## config.mk

```make
export PLATFORM = sky130hd
export DESIGN_NAME = byte_accum_core
export DESIGN_NICKNAME = d
export VERILOG_FILES = /design/src/rtl/byte_accum_core.sv
export SDC_FILE = /design/constraint.sdc
export NUM_CORES = 1
export LEC_CHECK = 0
export BUFFER_PORTS_ARGS = -buffer_cell sky130_fd_sc_hd__buf_4
export CAP_MARGIN = 20
export CELL_PAD_IN_SITES_DETAIL_PLACEMENT = 1
export CELL_PAD_IN_SITES_GLOBAL_PLACEMENT = 2
export CORE_MARGIN = 8
export CORE_UTILIZATION = 34
export CTS_CLUSTER_DIAMETER = 50
export CTS_CLUSTER_SIZE = 30
export DETAILED_ROUTE_END_ITERATION = 8
export PLACE_DENSITY = 0.94
export SLEW_MARGIN = 15
export SYNTH_ARGS = -nofsm -noshare
export SYNTH_HDL_FRONTEND = slang
export SYNTH_SLANG_ARGS = --single-unit
```

## constraint.sdc

```tcl
create_clock -name clk -period 9.4 [get_ports clk]
set_input_delay 0.94 -clock clk [delete_from_list [all_inputs] [get_ports clk]]
set_output_delay 0.94 -clock clk [all_outputs]
set_load 0.02 [all_outputs]
```

## src/rtl/byte_accum_core.sv

```systemverilog
module byte_accum_core #(
  parameter logic [15:0] RESET_PC = 16'h0000
) (
  input  logic        clk,
  input  logic        rst_n,
  output logic [15:0] rom_addr,
  input  logic [15:0] rom_data,
  output logic [15:0] ram_addr,
  input  logic [7:0]  ram_rdata,
  output logic [7:0]  ram_wdata,
  output logic        ram_we,
  input  logic [7:0]  in_port,
  output logic [7:0]  out_port,
  output logic [7:0]  acc,
  output logic [7:0]  xreg,
  output logic [7:0]  yreg
);

  localparam logic [2:0] OP_LD  = 3'd0;
  localparam logic [2:0] OP_AND = 3'd1;
  localparam logic [2:0] OP_OR  = 3'd2;
  localparam logic [2:0] OP_XOR = 3'd3;
  localparam logic [2:0] OP_ADD = 3'd4;
  localparam logic [2:0] OP_ST  = 3'd6;
  localparam logic [2:0] OP_JMP = 3'd7;

  logic [7:0]  a_q, x_q, y_q, o_q;
  logic [15:0] pc_q, pc_nx;
  logic [7:0]  bus, alu;
  logic        taken;

  wire [2:0] fn  = rom_data[15:13];
  wire [2:0] md  = rom_data[12:10];
  wire [1:0] src = rom_data[9:8];
  wire [7:0] imm = rom_data[7:0];

  wire is_jmp = (fn == OP_JMP);
  wire is_st  = (fn == OP_ST);
  wire a_neg  = a_q[7];
  wire a_zero = (a_q == 8'h00);

  always_comb begin
    if (is_jmp) ram_addr = {8'h00, imm};
    else begin
      case (md)
        3'd1:         ram_addr = {8'h00, x_q};
        3'd2:         ram_addr = {y_q, imm};
        3'd3, 3'd7:   ram_addr = {y_q, x_q};
        default:      ram_addr = {8'h00, imm};
      endcase
    end
  end

  always_comb begin
    case (src)
      2'd0:    bus = imm;
      2'd1:    bus = ram_rdata;
      2'd2:    bus = a_q;
      default: bus = in_port;
    endcase
  end

  always_comb begin
    case (fn)
      OP_LD:   alu = bus;
      OP_AND:  alu = a_q & bus;
      OP_OR:   alu = a_q | bus;
      OP_XOR:  alu = a_q ^ bus;
      OP_ADD:  alu = a_q + bus;
      default: alu = a_q - bus;
    endcase
  end

  always_comb begin
    case (md)
      3'd1:    taken = !a_neg && !a_zero;
      3'd2:    taken = a_neg;
      3'd3:    taken = !a_zero;
      3'd4:    taken = a_zero;
      3'd5:    taken = !a_neg;
      3'd6:    taken = a_neg || a_zero;
      default: taken = 1'b1;
    endcase
  end

  always_comb begin
    if (is_jmp && taken)
      pc_nx = (md == 3'd0) ? {y_q, bus} : {pc_q[15:8], bus};
    else
      pc_nx = pc_q + 16'd1;
  end

  assign ram_we    = is_st;
  assign ram_wdata = bus;

  always_ff @(posedge clk or negedge rst_n) begin
    if (!rst_n) begin
      pc_q <= RESET_PC;
      a_q  <= 8'h00;
      x_q  <= 8'h00;
      y_q  <= 8'h00;
      o_q  <= 8'h00;
    end else begin
      pc_q <= pc_nx;
      if (is_st) begin
        case (md)
          3'd4:    x_q <= a_q;
          3'd5:    y_q <= a_q;
          3'd7:    x_q <= x_q + 8'd1;
          default: ;
        endcase
      end else if (!is_jmp) begin
        case (md)
          3'd4:    x_q <= alu;
          3'd5:    y_q <= alu;
          3'd6:    o_q <= alu;
          3'd7: begin
            o_q <= alu;
            x_q <= x_q + 8'd1;
          end
          default: a_q <= alu;
        endcase
      end
    end
  end

  assign rom_addr = pc_q;
  assign acc      = a_q;
  assign xreg     = x_q;
  assign yreg     = y_q;
  assign out_port = o_q;

endmodule

```

==> results of run 1 <==
==> cell usage after synthesis, types with 4 or more instances <==
cell      number  area share, %
a21o_1         4           0.79
o22ai_1        4           0.66
a21oi_1       29            3.8
mux2_2        15            4.4
ha_1          24            7.9
o21ai_1        5           0.66
inv_1         23            2.3
xor2_1         4           0.92
nor2_1        26            2.6
and3_1         7            1.1
dfrtp_1       48             32
nand2_1       43            4.2
or3_1          5           0.82
a211oi_1       6            1.2
mux4_2        14            8.3
clkbuf_1      19            1.9
and2_1        12            2.0
xnor2_1       18            4.1
nand3_1       15            2.0
o21ai_0       30            3.9
mux2i_1        5            1.3
nor3_1         6           0.79
o31ai_1        6            1.2
==> area by class of cell <==
type | count | area (um2) | share of cell area [%]
Sequential cell | 48 | 1200 | 25.1
Clock buffer | 6 | 82.6 | 1.72
Multi-Input combinational cell | 327 | 2420 | 50.6
Timing Repair Buffer | 108 | 811 | 16.9
Tap cell | 140 | 175 | 3.65
Inverter | 23 | 86.3 | 1.80
Clock inverter | 2 | 13.8 | 0.287
==> placed cells by master (no fill, tap or decap), types with 2 or more instances in the layout <==
| cell | Yosys | layout |
|---|---|---|
| a211oi_1 | 6 | 6 |
| a21o_1 | 4 | 4 |
| a21oi_1 | 29 | 29 |
| a22oi_1 | 3 | 3 |
| a2bb2oi_1 | 2 | 2 |
| a31oi_1 | 3 | 3 |
| and2_1 | 12 | 12 |
| and3_1 | 7 | 7 |
| buf_4 | 0 | 108 |
| clkbuf_8 | 0 | 6 |
| dfrtp_1 | 48 | 48 |
| ha_1 | 24 | 24 |
| inv_1 | 23 | 23 |
| mux2_2 | 15 | 15 |
| mux2i_1 | 5 | 5 |
| mux4_2 | 14 | 14 |
| nand2_1 | 43 | 43 |
| nand3_1 | 15 | 15 |
| nand4_1 | 2 | 2 |
| nor2_1 | 26 | 26 |
| nor2b_1 | 3 | 3 |
| nor3_1 | 6 | 6 |
| nor3b_1 | 2 | 2 |
| o211ai_1 | 3 | 3 |
| o21a_1 | 2 | 2 |
| o21ai_0 | 30 | 30 |
| o21ai_1 | 5 | 5 |
| o22a_1 | 2 | 2 |
| o22ai_1 | 4 | 4 |
| o31ai_1 | 6 | 6 |
| o32ai_1 | 2 | 2 |
| or2_2 | 2 | 2 |
| or3_1 | 5 | 5 |
| xnor2_1 | 18 | 18 |
| xor2_1 | 4 | 4 |
==> worst reg2reg max path, stage by stage, from the launching register on <==
cell and delay (ns):
dfrtp_1 0.55, mux4_2 0.61, or3_4 0.44, nor3_2 0.25, nor2_1 0.08, xnor2_1 0.13, ha_1 0.20, or3_1 0.30
o31ai_1 0.33, xor2_1 0.21, xnor2_1 0.07, and2_1 0.20, o41ai_1 0.34
==> metrics by stage <==
| step | cells | power, mW | hold WS [ns] | area (um2) |
|---|---|---|---|---|
| after floorplan | 422 | 0.968 | 0.590 | 3810 |
| after CTS | 654 | 1.51 | 0.516 | 4790 |
| after global placement | 646 | 1.33 | 0.469 | 4700 |
| after detailed placement | 646 | 1.36 | 0.483 | 4700 |
| after global routing | 654 | 1.61 | 0.544 | 4790 |
| final | 654 | 1.49 | 0.507 | 4790 |
==> worst paths after layout <==
| kind | start | slack, ns | endpoint |
|---|---|---|---|
| worst max-delay path | rom_data[8] | 5.31 | yreg[7]$_DFFE_PN0P_ |
| worst min-delay path | out_port[3]$_DFFE_PN0P_ | 0.51 | out_port[3]$_DFFE_PN0P_ |
| worst max register to register | acc[2]$_DFFE_PN0P_ | 5.59 | yreg[7]$_DFFE_PN0P_ |
| worst min register to register | out_port[3]$_DFFE_PN0P_ | 0.51 | out_port[3]$_DFFE_PN0P_ |
| max in group asynchronous | rst_n | 8.29 | rom_addr[2]$_DFF_PN0_ |
| min in group asynchronous | rst_n | 0.63 | out_port[2]$_DFFE_PN0P_ |
==> layer usage <==
layer  track usage (%)  routed length (um)  up-vias  part of all wire (%)
met5                 0                   0        -                     0
met4              4.86                 303        0                   2.1
met3              4.77                 985       21                   6.9
met2              32.0                6730      129                    47
met1              24.8                6190     1866                    44
li1                  -                   -     1713                     -
==> kinds of logic after synthesis <==
family,synth area share (%)
fa+ha+maj,8.40
xor+xnor,5.05
flops,31.5
compound gates,19.4
buf+inv,4.89
simple gates,16.7
mux,14.0
==> registers in the layout, summed over array words and instances (netlist names) <==
register,cells
rom_addr,16
acc,8
out_port,8
xreg,8
yreg,8
==> power breakdown <==
| group | switching [mW] | internal, mW | leakage [nW] |
|---|---|---|---|
| sequential | 0.162 | 0.299 | 0.571 |
| combinational | 0.498 | 0.393 | 1.55 |
| clock | 0.0811 | 0.0605 | 0.0516 |
| total | 0.741 | 0.753 | 2.17 |
==> flow_summary.toml, run 1 <==
[clock_network]
clk_pin_slew_ns = 0.11
worstSkewPairLatency_ns = 0.31
hold_buffers = 0
cts_max_level = 2
cts_sinks = 48
cts_root_buf = "clkbuf_8"
cts_tree = "built"
cts_resized = 0
cts_buffers = 5
cts_buffer_depth = 2
post_cts_buffers = 0

[worst_setup_path]
critPathMaxStageDelay_ns = 0.60
path_max_fanout = 12
worstPathArrival_ns = 4.29
path_cells = "buf_4 -> mux4_2 -> or3_4 -> nor3_2 -> nor2_1 -> xnor2_1 -> ha_1 -> or3_1 -> o31ai_1 -> xor2_1 -> xnor2_1 -> and2_1 -> o41ai_1"
cpLargestDelayFamily = "simple AND/OR/NAND/NOR gates"
cp-start-kind = "input pin"
endpoint_kind = "register"
critPathRequiredTime_ns = 9.61
worst_path_max_delay_cell = "mux4_2"
path_class = "input pin to register"
crit_top_cell = "xnor2_1"
cp.depth = 13
r2r_cells = 12
critical_path_buf_inv_count = 1

[placed_design]
dp_slack_ns = 4.98
gp_congestion = 0.940
dp_hpwl_um = 11200
portBuffers = 106

[timing]
setup_slack_ns = 5.31
fmax_mhz = 245
hold_viol_final = 0
finClkSkew_ns = 0.0130
tns_ns = 0
finalCriticalPeriod_ns = 4.09
setup_viol = 0
slew_headroom_pct = 35.6
post-route-period-util_pct = 43.5
tightest_slew_ns = 0.960
maxSlewViolCount = 0
rsz0062_at_grt = "false"

[cells_and_area]
drive_gt1_share_pct = 29.6
nFillCells = 1281
antenna_cells = 0
fin_util_pct = 44.0
area_delta_synth_final_pct = 25.8
fin_nets = 572

[global_route]
overflow = 0
antenna_found_initial = 0
grt_pass1_wl_um = 22700
grt_max_degree = 49
grt_usage_pct = 19.3
first_global_vias = 4089

[floorplanning]
io_pins = 107
core_mm2 = 0.0109
dieArea_mm2 = 0.0149
std_cell_rows = 38
die_h_um = 122
die_w_um = 122
initial_core_util_pct = 35.0

[job]
maxCapViolations = 0

[route]
drtIter0Drc = 191
viasPerCell = 5.70
post_drt_wl_per_cell_um = 21.7
totalWireLength_um = 14200
drc_errors = 0
ant_nets = 0
num_vias = 3729
drtPass1Iterations = 4

[power]
ir_drop_mv = 0.140
p_per_area_mw_per_mm2 = 312
p_leak_nw = 2.17

[synthesis]
synth_area_mm2 = 0.00381
yosysWarnings = 0
ys.flop_type = "dfrtp_1"
synth_nets = 481
ys_async_sr_fraction_pct = 100
synth_edf_count = 0
seq_area_frac_synth_pct = 31.5
ys_types = 60
synth-seq-cells = 48
syn_avg_cell_area_um2 = 9.03
synth_cells = 422

[status]
status = "completed"

[worst_hold_path]
hp-class = "register to register"
hold_path_depth = 2
No activity file was read; power rests on OpenSTA's default activity.
==> run 2, diff against run 1 <==
ABC_AREA = 1   (was default)
CORE_UTILIZATION = 26   (was 34)
PLACE_DENSITY = 0.84   (was 0.94)
clock period = 3.39 ns   (was 9.4 ns; I/O delays follow)
==> flow_summary.toml, run 2 <==
[synthesis]
synth_top_family_by_area = "simple AND/OR/NAND/NOR gates"
synth_edf_count = 0
muxShareOfSynthArea_pct = 2.32
ys_types = 40
yosysWarnings = 0
syn_avg_cell_area_um2 = 7.04
seq_area_frac_synth_pct = 30.9
synth_area_mm2 = 0.00389
synth_top_area_share_pct = 30.9
yosys.area_share.simple_pct = 27.7
ys.flop_type = "dfrtp_1"
synth_xor_area_share_pct = 4.50
synth-adder-area-share_pct = 8.24
synth_compound_gate_area_share_pct = 17.5
synth_top_cells_by_count = "nand2_1 (119), inv_1 (63), dfrtp_1 (48)"
synth-seq-cells = 48
synth_nets = 611
yosys.area.top_type = "dfrtp_1"
synth.most_common_cell = "nand2_1"
synth_area_leaders = "dfrtp_1 (31%), nand2_1 (11%), ha_1 (7.7%)"
synth_cells = 552
ys_async_sr_fraction_pct = 100

[timing]
fmax_mhz = 319
maxSlewViolCount = 0
post-route-period-util_pct = 92.4
tightest_slew_ns = 0.692
finClkSkew_ns = 0.0100
tns_ns = 0
hold_ws_ns = 0.0816
hold_viol_final = 0
rsz0062_at_grt = "false"
slew_headroom_pct = 53.7
finalCriticalPeriod_ns = 3.13
setup_viol = 0

[job]
maxCapViolations = 0

[power]
ir_drop_mv = 0.193
p_leak_nw = 2.58
total_power_mw = 3.91
p_per_area_mw_per_mm2 = 765

[placed_design]
gp_congestion = 0.961
dp_hpwl_um = 13100
postPlaceCellArea_mm2 = 0.00495
portBuffers = 106

[worst_setup_path]
path_class = "register to register"
critPathRequiredTime_ns = 3.60
cp-start-kind = "register"
endpoint_kind = "register"
path_max_fanout = 8
worstPathArrival_ns = 3.34
startpoint = "acc[1]$_DFFE_PN0P_"
r2r_start = "acc[1]$_DFFE_PN0P_"

[cells_and_area]
multi_input_comb_area_mm2 = 0.00235
seq_area_mm2 = 0.00120
area_delta_synth_final_pct = 31.2
fin_util_pct = 35.0
drive_gt1_share_pct = 23.3
fin_nets = 724
final_cell_mix = "nand2_1 (119), buf_4 (119), inv_1 (63)"
antenna_cells = 0
nFillCells = 1821
largest_reg_flops = 16
design_area_mm2 = 0.00510

[clock_network]
cts_max_level = 2
clk_pin_slew_ns = 0.08
cts_tree = "built"
worstSkewPairLatency_ns = 0.30
cts_buffer_depth = 2
cts_buffers = 5
cts_root_buf = "clkbuf_16"
cts_sinks = 48
post_cts_buffers = 0

[floorplanning]
io_pins = 107
die_h_um = 138
core_mm2 = 0.0146
initial_core_util_pct = 26.7
dieArea_mm2 = 0.0191
std_cell_rows = 44
die_w_um = 138

[global_route]
overflow = 0
grt_pass1_wl_um = 25200
grt_max_degree = 49
antenna_found_initial = 1
first_global_vias = 4541
grt_usage_pct = 16.1

[route]
num_vias = 4287
viasPerCell = 5.04
drc_errors = 0
drtIter0Drc = 304
drtPass1Iterations = 4
ant_nets = 0
totalWireLength_um = 16100
post_drt_wl_per_cell_um = 19.0

[status]
status = "completed"

[worst_hold_path]
hp-class = "input pin to asynchronous set/reset pin"
[run 2: cell count changes in the layout (fill, tap and decap cells not counted), moves of 11 or more]
cell / delta
nand2_1: +76
inv_1: +40
nand3_1: +25
o21ai_1: +22
nor2_1: +16
o21ai_0: +16
mux2_2: -15
mux4_2: -14
xnor2_1: -14
and2_1: -12
xor2_1: +12
buf_4: +11
inv_2: +11
[run 2: stage by stage]
stage	std cells	setup slack (ns)
final	850	0.258
after global routing	850	0.0603
after CTS	850	0.202
after detailed placement	842	0.0978
after global placement	842	0.155
after floorplan	552	0.885
[run 2: area by class of cell]
class	count	share of cell area, %
Clock buffer	5	2.45
Clock inverter	3	0.466
Inverter	75	5.52
Multi-Input combinational cell	416	46.0
Sequential cell	48	23.5
Tap cell	184	4.51
Timing Repair Buffer	119	17.5
[run 2: path summary, 6_finish.rpt]
kind | cells after the start | end | slack [ns]
setup / recovery | 18 | xreg[6]$_DFFE_PN0P_ | 0.26
max in group asynchronous | 1 | xreg[2]$_DFFE_PN0P_ | 2.87
hold / removal | 1 | rom_addr[8]$_DFFE_PN0P_ | 0.08
setup reg to reg | 18 | xreg[6]$_DFFE_PN0P_ | 0.26
hold reg to reg | 2 | out_port[1]$_DFFE_PN0P_ | 0.50
min in group clk | 4 | rom_addr[8]$_DFFE_PN0P_ | 0.44
[run 2: cells by family after synthesis]
logic type                 Yosys count
adders and majority gates           25
and+or+nand+nor                    243
buffers and inverters               88
DFF                                 48
muxes                                8
xor gates and xnor gates            20
AOI/OAI and AO/OA                  120
[run 2: what timing repair did]
item | in CTS | in global routing
setup endpoints to repair | 0 | 2
hold buffers | 0 | 0
resized for setup | 0 | 1
[run 2: layer usage]
| metal | GRT usage (%) | part of all wire, % |
|---|---|---|
| met5 | 0 | 0.081 |
| met2 | 25.6 | 45 |
| met3 | 3.87 | 5.8 |
| met4 | 4.69 | 2.0 |
| met1 | 21.1 | 47 |
[run 2: where the power goes]
part / switching (mW) / total, mW / internal [mW]
Combinational: 1.43 / 2.30 / 0.868
Sequential: 0.292 / 1.10 / 0.803
Clock: 0.240 / 0.515 / 0.275
Total: 1.96 / 3.91 / 1.95
[run 2: critical path, cell delays in order, from the launching register on]
cell and delay [ns]:
dfrtp_1 0.62, nand3_1 0.14, nand3_1 0.15, nand2_4 0.11, nand3_2 0.11, nand2_2 0.08, xor2_1 0.17, ha_1 0.36
nand3_1 0.11, nand3_1 0.11, nand2_1 0.08, nand2_1 0.05, nand2_1 0.05, nand2_1 0.06, a21oi_1 0.11, o21ai_0 0.11
o211ai_1 0.33, nand2_1 0.13, a22oi_1 0.17
